$ cat config.mk
export PLATFORM = sky130hd
export DESIGN_NAME = lane_rst_seq
export DESIGN_NICKNAME = d
export VERILOG_FILES = /design/src/rtl/lrs_pkg.sv /design/src/rtl/lrs_wait_timer.sv /design/src/rtl/lrs_release_map.sv /design/src/rtl/lane_rst_seq.sv
export SDC_FILE = /design/constraint.sdc
export NUM_CORES = 1
export LEC_CHECK = 0
export BUFFER_PORTS_ARGS = -buffer_cell sky130_fd_sc_hd__buf_4
export CAP_MARGIN = 40
export CORE_MARGIN = 10
export CORE_UTILIZATION = 45
export CTS_BUF_LIST = sky130_fd_sc_hd__clkbuf_16
export DETAILED_ROUTE_END_ITERATION = 16
export PLACE_DENSITY = 0.68
export SYNTH_ARGS = -nofsm -noshare
export SYNTH_HDL_FRONTEND = slang
export SYNTH_SLANG_ARGS = --single-unit
$ cat constraint.sdc
create_clock -name clk -period 3.3 [get_ports clk]
set_clock_uncertainty 0.05 [all_clocks]
set_input_delay 0.165 -clock clk [delete_from_list [all_inputs] [get_ports clk]]
set_output_delay 0.165 -clock clk [all_outputs]
set_load 0.005 [all_outputs]
$ cat src/rtl/lrs_pkg.sv
package lrs_pkg;

    // Which group of a lane pair a release step acts on; the value is the
    // step offset within that pair's three steps.
    typedef enum logic [1:0] {
        REL_PWR  = 2'd1,
        REL_PLL  = 2'd2,
        REL_LANE = 2'd3
    } rel_kind_e;

    localparam int unsigned STEPS_PER_PAIR = 3;

    // Phase index in which the given group of the given pair is released.
    function automatic int unsigned release_phase(int unsigned pair, rel_kind_e kind);
        return STEPS_PER_PAIR * pair + int'(kind);
    endfunction

endpackage

$ cat src/rtl/lrs_wait_timer.sv
module lrs_wait_timer #(
    parameter int unsigned WAIT_CYCLES = 3000
) (
    input  logic clk,
    input  logic rst_n,
    input  logic load,
    output logic expire
);
    localparam int unsigned CW = $clog2(WAIT_CYCLES + 1);
    localparam logic [CW-1:0] LOAD_VAL = CW'(WAIT_CYCLES);

    logic [CW-1:0] cnt_d, cnt_q;

    always_comb begin
        cnt_d = cnt_q;
        if (load)
            cnt_d = LOAD_VAL;
        else if (cnt_q != '0)
            cnt_d = cnt_q - 1'b1;
    end

    always_ff @(posedge clk or negedge rst_n) begin
        if (!rst_n) cnt_q <= '0;
        else        cnt_q <= cnt_d;
    end

    // Last cycle of a loaded interval.
    assign expire = (cnt_q == CW'(1));

    // an interval just loaded cannot end in the next cycle unless it is one clock long
    a_r3_no_early_expire: assert property (@(posedge clk) disable iff (!rst_n)
        (load && WAIT_CYCLES > 1) |=> !expire);

endmodule

$ cat src/rtl/lrs_release_map.sv
module lrs_release_map #(
    parameter int unsigned NUM_PAIRS = 2,
    parameter int unsigned SW        = 3
) (
    input  logic [SW-1:0]          phase,
    output logic [2*NUM_PAIRS-1:0] lane_pd,
    output logic [2*NUM_PAIRS-1:0] lane_rst,
    output logic [NUM_PAIRS-1:0]   pll_rst
);
    import lrs_pkg::*;

    for (genvar p = 0; p < NUM_PAIRS; p++) begin : g_pair
        localparam int unsigned PWR_AT  = release_phase(p, REL_PWR);
        localparam int unsigned PLL_AT  = release_phase(p, REL_PLL);
        localparam int unsigned LANE_AT = release_phase(p, REL_LANE);

        // A group stays asserted until the sequence reaches its release phase.
        assign lane_pd[2*p +: 2]  = {2{32'(phase) < PWR_AT}};
        assign pll_rst[p]         = (32'(phase) < PLL_AT);
        assign lane_rst[2*p +: 2] = {2{32'(phase) < LANE_AT}};
    end

endmodule

$ cat src/rtl/lane_rst_seq.sv
module lane_rst_seq #(
    parameter int unsigned NUM_PAIRS   = 2,
    parameter int unsigned CFG_W       = 8,
    parameter int unsigned WAIT_CYCLES = 3000
) (
    input  logic                   clk,
    input  logic                   rst_n,
    input  logic                   start,
    input  logic [CFG_W-1:0]       cfg_in,
    output logic [CFG_W-1:0]       cfg_out,
    output logic [2*NUM_PAIRS-1:0] lane_pd,
    output logic [2*NUM_PAIRS-1:0] lane_rst,
    output logic [NUM_PAIRS-1:0]   pll_rst,
    output logic                   busy,
    output logic                   done
);
    localparam int unsigned NSTEPS = lrs_pkg::STEPS_PER_PAIR * NUM_PAIRS;
    localparam int unsigned SW     = $clog2(NSTEPS + 1);
    localparam logic [SW-1:0] LAST_PHASE = SW'(NSTEPS);

    typedef struct packed {
        logic             busy;
        logic             done;
        logic [SW-1:0]    phase;
        logic [CFG_W-1:0] cfg;
    } seq_state_t;

    seq_state_t st_d, st_q;
    logic       load_d;
    logic       expire;

    lrs_wait_timer #(.WAIT_CYCLES(WAIT_CYCLES)) u_timer (
        .clk    (clk),
        .rst_n  (rst_n),
        .load   (load_d),
        .expire (expire)
    );

    always_comb begin
        st_d      = st_q;
        st_d.done = 1'b0;
        load_d    = 1'b0;
        if (!st_q.busy) begin
            if (start) begin
                st_d.busy  = 1'b1;
                st_d.phase = '0;
                st_d.cfg   = cfg_in;
                load_d     = 1'b1;
            end
        end else if (expire) begin
            if (st_q.phase == LAST_PHASE) begin
                st_d.busy = 1'b0;
                st_d.done = 1'b1;
            end else begin
                st_d.phase = st_q.phase + 1'b1;
                load_d     = 1'b1;
            end
        end
    end

    always_ff @(posedge clk or negedge rst_n) begin
        if (!rst_n) st_q <= '0;
        else        st_q <= st_d;
    end

    lrs_release_map #(.NUM_PAIRS(NUM_PAIRS), .SW(SW)) u_map (
        .phase    (st_q.phase),
        .lane_pd  (lane_pd),
        .lane_rst (lane_rst),
        .pll_rst  (pll_rst)
    );

    assign busy    = st_q.busy;
    assign done    = st_q.done;
    assign cfg_out = st_q.cfg;

    // done lasts a single cycle and marks the fall of busy
    a_r6_done_single: assert property (@(posedge clk) disable iff (!rst_n)
        done |=> !done);
    a_r6_done_ends_busy: assert property (@(posedge clk) disable iff (!rst_n)
        done |-> (!busy && $past(busy)));
    // every control is asserted when a sequence begins
    a_r2_start_all_on: assert property (@(posedge clk) disable iff (!rst_n)
        $rose(busy) |-> (&lane_pd && &lane_rst && &pll_rst));
    // captured word does not move while busy
    a_r8_cfg_hold: assert property (@(posedge clk) disable iff (!rst_n)
        busy |=> $stable(cfg_out));

    for (genvar p = 0; p < NUM_PAIRS; p++) begin : g_order
        // PLL released only after the pair's power-downs; lanes only after the PLL
        a_r4_pll_after_pwr: assert property (@(posedge clk) disable iff (!rst_n)
            !pll_rst[p] |-> (lane_pd[2*p +: 2] == 2'b00));
        a_r4_lane_after_pll: assert property (@(posedge clk) disable iff (!rst_n)
            (lane_rst[2*p +: 2] == 2'b00) |-> !pll_rst[p]);
        if (p > 0) begin : g_prev
            // a later pair starts only once the earlier pair is fully out of reset
            a_r5_pair_order: assert property (@(posedge clk) disable iff (!rst_n)
                (lane_pd[2*p +: 2] != 2'b11) |-> (lane_rst[2*(p-1) +: 2] == 2'b00));
        end
    end

endmodule

== Word-level counts from Yosys, hierarchy flattened ==
Cells that the tools add are included.

* Mux-type cells: 13
* Divide/modulo/power cells: 0
* Reduce and logical (&&, ||, !) cells: 5
* Multipliers: 0
* $lt $le $gt $ge: 6
* Shift-type cells: 0
* Add/sub/neg operators: 2
* Eq/ne operators: 4
* Bitwise gates (word level): 1

{| class="wikitable"
|+ Operator list
! operator !! number
|-
| 12-bit two-way mux || 2
|-
| 12-bit by 1-bit equality test with 1-bit output, second input constant || 1
|-
| 12-bit nonzero test || 1
|-
| 12-bit by 1-bit subtractor with 12-bit output, second input constant || 1
|-
| 11-bit two-way mux || 1
|-
| 3-bit less-than comparator, second input constant || 3
|-
| 3-bit by 2-bit less-than comparator with 1-bit output, second input constant || 2
|-
| 1-bit two-way mux || 6
|-
| 3-bit two-way mux || 2
|-
| 5-bit two-way mux || 1
|-
| 2-bit nonzero test || 2
|-
| 3-bit by 1-bit adder with 3-bit output, second input constant || 1
|-
| 3-bit equality test, second input constant || 1
|-
| 3-bit by 1-bit less-than comparator with 1-bit output, second input constant || 1
|-
| 3-bit AND reduction || 1
|-
| 2-bit two-way mux || 1
|-
| 2-bit by 1-bit inequality test with 1-bit output, second input constant || 1
|-
| 2-bit inequality test, second input constant || 1
|-
| 2-bit AND reduction || 1
|-
| 1-bit NOT || 1
|}

* Output and inout bits: 20
* Latch bits: 0
* ROM bits: 0
* Memories kept: 0
* Input port bits: 11
* Bits in writable memories: 0
* Flip-flop bits (word level): 25

== Depth between registers and ports, before layout ==
* Depth in word-level cells: 5
* Gate-level depth with buffers: 7
* Mapped depth without buffers: 6

== By module ==
Synthesis repeated with hierarchy kept, for this count alone.

* Cell total of the unflattened synthesis: 128
* Area, all modules: 1417.6 um^2

{| class="wikitable"
|+ By module, submodules not included
! module !! area an instance (um^2) !! instances !! cells an instance !! seq. area each (um^2)
|-
| lrs_wait_timer || 701.9 || 1 || 67 || 300.3
|-
| lane_rst_seq || 654.4 || 1 || 51 || 325.3
|-
| lrs_release_map || 61.3 || 1 || 10 || 0.0
|}

== Least setup slack after synthesis ==
OpenSTA, ideal clock, no wires.

* Path kind: flip-flop to flip-flop
* From: register u_timer.cnt_q[7]
* To: register u_timer.cnt_q[1]
* Path slack: 1.418 ns
* Path buffers: 1
* Required time: 3.178 ns
* Stages on the path, launching flop included: 6
* Data arrival time: 1.760 ns
* Setup time: 0.072 ns
* Cells stage by stage: dfrtp_1 or4_4 buf_6 nor4_4 mux2_1 nor2_1

* Cells in the longest elaborated chain, start to end: 4
* Elaborated cells on any way between the ends: 6

{| class="wikitable"
|+ Ends and longest elaborated chain
! what !! line !! RTL
|-
| start: declaration || lrs_wait_timer.sv:12 || <nowiki>logic [CW-1:0] cnt_d, cnt_q;</nowiki>
|-
| start signal: assignment || lrs_wait_timer.sv:24 || <nowiki>else cnt_q <= cnt_d;</nowiki>
|-
| 12-bit by 1-bit equality test with 1-bit output || lrs_wait_timer.sv:28 || <nowiki>assign expire = (cnt_q == CW'(1));</nowiki>
|-
| 1-bit two-way mux || lane_rst_seq.sv:50 || <nowiki>end else if (expire) begin</nowiki>
|-
| 1-bit two-way mux || lane_rst_seq.sv:43 || <nowiki>if (!st_q.busy) begin</nowiki>
|-
| 12-bit two-way mux or 2-bit nonzero test (tied branches) || n/a ||
|}

Parallel ways exist; a longest one is shown, timed or not.
A chain may end at the register's enable or synchronous reset.

== Final worst setup path ==
Same ends and word-level chain as after synthesis.

==> impl_metrics.tcl <==
set metrics [dict create \
    status "complete, no violations" \
    report.final.setup_viol 0 \
    drt_drc_violations_left 0 \
    proportion_of_synthesized_chip_area_in_sequential_cells 0.448 \
    yosysWarnings 0 \
    worstSetupPathType "register to register" \
    coreArea_sq_mm 0.00300 \
    switching_power_mw 0.303 \
    worst_hold_path_type "input pin to register" \
    static-leakage-power_nw 0.781 \
    pin_slew_with_the_least_headroom_to_its_limit_ps 551 \
    vias_per_cell 5.37 \
    place.gp.congestion 0.874 \
    fp.dieW_microns 75.7 \
    synth_cell_types 35 \
    number_of_flops_mapped_to_enable_cells_by_yosys 0 \
    period_share 0.585 \
    grt_setup_unrepaired "no" \
    tritoncts_num_sinks 25 \
    met3_length_microns 252 \
    power-per-cell-area_mw_per_mm2 591 \
    antenna-diode-count 0 \
    cts-hold-fix-buffers 1 \
    clock_path_buffers 2 \
    route.top_layer_used "met4" \
    sw_frac_of_total 0.316 \
    cp.arrival_ps 2070 \
    critical_path.cell_chain "or4_4, nor4_4, mux2_1, nor2_1" \
    comb_power_frac 0.255 \
    clk_pin_slew_ps 60 \
    worst_setup_path_end_kind "register" \
    critical_path.slowest_cell "sky130_fd_sc_hd__or4_4" \
    first_global_vias 1021 \
    place_inst 194 \
    design.portCount 31 \
    cts_buffers 3 \
    most-common-layout-cells "sky130_fd_sc_hd__nand2_1 (32), sky130_fd_sc_hd__buf_4 (30), sky130_fd_sc_hd__dfrtp_1 (25)" \
    initialDrtViolationCount 29 \
    synth_async_sr_flop_share 1.00 \
    filler_cell_count 289 \
    worst_slew_margin_rel 0.630 \
    fin_crit_ps 1930 \
    proportion_of_power_drawn_by_the_clock_network 0.274 \
    fp-row-count 20 \
    stdcell_count 199 \
    dr_wl_met2_mm 1.27 \
    setup-tns-final_ps 0 \
    largest_family_of_logic_cells_by_synthesized_area "simple AND/OR/NAND/NOR gates" \
    routedLengthMet1_mm 1.22 \
    synth_compound_gate_area_share 0.0897 \
    max_cap_violations 0 \
    wire_length_after_detailed_routing_mm 2.79 \
    h-tree-depth 1 \
    yosys_most_used_dff "sky130_fd_sc_hd__dfrtp_1" \
    post_cts.resized_instances 0 \
    finalPower_mw 0.960 \
    synthesis.area_sq_mm 0.00140 \
    drt_pre_antenna_iters 4 \
    gr-usage-all-layers 0.105 \
    layout-area-overhead-vs-synth_pct 16.5 \
    largest_fanout_of_any_net_on_the_critical_path 9 \
    max_freq_mhz 518 \
    vertical_extent_of_the_die_microns 75.7 \
    holdWs_ps 48.2 \
    largest_net_degree_at_the_start_of_global_routing 26 \
    dpl_hpwl_mm 2.14 \
    synth_fp_nets 164 \
    post_dp_cell_area_sq_mm 0.00154 \
    worst-endpoint-required_ps 3440 \
    clkLatencyLatePin_ps 260 \
    post-cts-setup-buffers 0 \
    initial_antenna_violation_count 0 \
    postLayoutCellArea_sq_mm 0.00163 \
    drive_gt1_frac 0.247 \
    floorplan.initialDensity 0.465 \
    post_synth_fa_ha_maj_area_fraction 0.0448 \
    total_of_flip_flops_plus_latches_after_synthesis 25 \
    synthesis.instances 148 \
    root_buffer "sky130_fd_sc_hd__clkbuf_16" \
    wire_per_inst_microns 14.0 \
    grt_pass1_wl_mm 4.68 \
    globalRouteOverflowTotal 0 \
    synth-simple-area-share 0.283 \
    worst_ir_drop_vdd_mv 0.261 \
    critical_path.startpoint_type "register" \
    final-max-slew-violation-count 0 \
    worst_path_largest_cell_delay_ps 600 \
    clock_tree_from_tritoncts "yes" \
    mean_instance_size_in_the_synthesized_netlist_sq_um 9.43 \
    finalHoldViolations 0 \
    ant_nets 0 \
    design.final.nets 183 \
    cell_internal_power_dissipation_mw 0.657 \
    port-buffer-count 30 \
    yosys-mux-area-fraction 0.00807 \
    layout_commonest_cell "sky130_fd_sc_hd__nand2_1" \
    floorplan.die_area_sq_mm 0.00573 \
    power.share.sequential 0.471 \
    detailroute.via_count 1068 \
    xor_and_xnor_fraction_of_the_mapped_netlist_area 0.0251 \
    reg2reg_setup_slack_ps 1370 \
]
## power by group through the flow
stage / Combinational [mW] / Clock, mW / Sequential, mW
floorplan: 0.191 / 0 / 0.432
global placement: 0.245 / 0 / 0.448
detailed placement: 0.247 / 0 / 0.454
CTS: 0.251 / 0.271 / 0.449
global route: 0.282 / 0.279 / 0.463
finish: 0.245 / 0.263 / 0.452
## cell families after synthesis
| logic type | after synthesis |
|---|---|
| mux | 1 |
| simple gates | 72 |
| compound gates | 20 |
| fa+ha+maj | 5 |
| flops | 25 |
| buf+inv | 21 |
| xor+xnor | 4 |
## synth_stat cells (2+ instances only)
master                      instances  area [sq um]
sky130_fd_sc_hd__nor2_1             7          26.3
sky130_fd_sc_hd__nor3_1             3          15.0
sky130_fd_sc_hd__inv_1              4          15.0
sky130_fd_sc_hd__nand3_1            8          40.0
sky130_fd_sc_hd__nand2b_1           4          25.0
sky130_fd_sc_hd__or3_1              2          12.5
sky130_fd_sc_hd__a21oi_1            4          20.0
sky130_fd_sc_hd__or2_2              2          12.5
sky130_fd_sc_hd__nand4_1            2          12.5
sky130_fd_sc_hd__o2111ai_1          2          17.5
sky130_fd_sc_hd__buf_6              2          22.5
sky130_fd_sc_hd__o21ai_0            7          35.0
sky130_fd_sc_hd__xor2_1             3          26.3
sky130_fd_sc_hd__o31ai_1            4          30.0
sky130_fd_sc_hd__dfrtp_1           25           626
sky130_fd_sc_hd__clkbuf_1           2          7.51
sky130_fd_sc_hd__ha_1               5          62.6
sky130_fd_sc_hd__nand2_1           32           120
sky130_fd_sc_hd__buf_4             12          90.1
sky130_fd_sc_hd__o211ai_1           2          15.0
sky130_fd_sc_hd__nor4_1             2          12.5
## stage by stage
stage / utilization / setup WS (ps)
5_1_grt: 0.541 / 1270
6_report: 0.541 / 1370
4_1_cts: 0.541 / 1360
3_5_place_dp: 0.512 / 1380
3_3_place_gp: 0.512 / 1420
2_1_floorplan: - / 1420
## worst paths after layout
path	start	end	cells past startpoint
max in group asynchronous	rst_n	cfg_out[7]	2
worst max register to register	u_timer.cnt_q[7]	u_timer.cnt_q[1]	4
worst min-delay path	cfg_in[2]	cfg_out[2]	3
min in group asynchronous	rst_n	cfg_out[2]	2
worst min register to register	cfg_out[0]	cfg_out[0]	2
worst max-delay path	u_timer.cnt_q[7]	u_timer.cnt_q[1]	4
## layout make-up
cell class | count | area [sq um] | share of cell area
clock buffer | 3 | 75.1 | 0.0462
clock inverter | 1 | 3.75 | 0.00231
inverter | 4 | 15.0 | 0.00924
multi-input combinational | 102 | 629 | 0.387
sequential | 25 | 626 | 0.385
tap | 33 | 41.3 | 0.0254
timing repair buffer | 31 | 235 | 0.145
## flip-flops by register name (all words and copies together), names as in the netlist
| signal | flops |
|---|---|
| u_timer.cnt_q | 12 |
| busy | 1 |
| cfg_out | 8 |
| st_q | 3 |
| done | 1 |
## layer usage
metal | vias to the layer above | track usage
met5 | - | 0
met4 | 0 | 0.0515
met3 | 5 | 0.0352
met2 | 28 | 0.175
met1 | 500 | 0.118
li1 | 535 | -
## critical path: cells and delay by family, from the launching register on
family / cells / cell delay (ps)
AND/OR/NAND/NOR: 3 / 1020
flip-flops: 1 / 430
multiplexers: 1 / 360
Note: power is estimated with default switching activity, not from simulation.
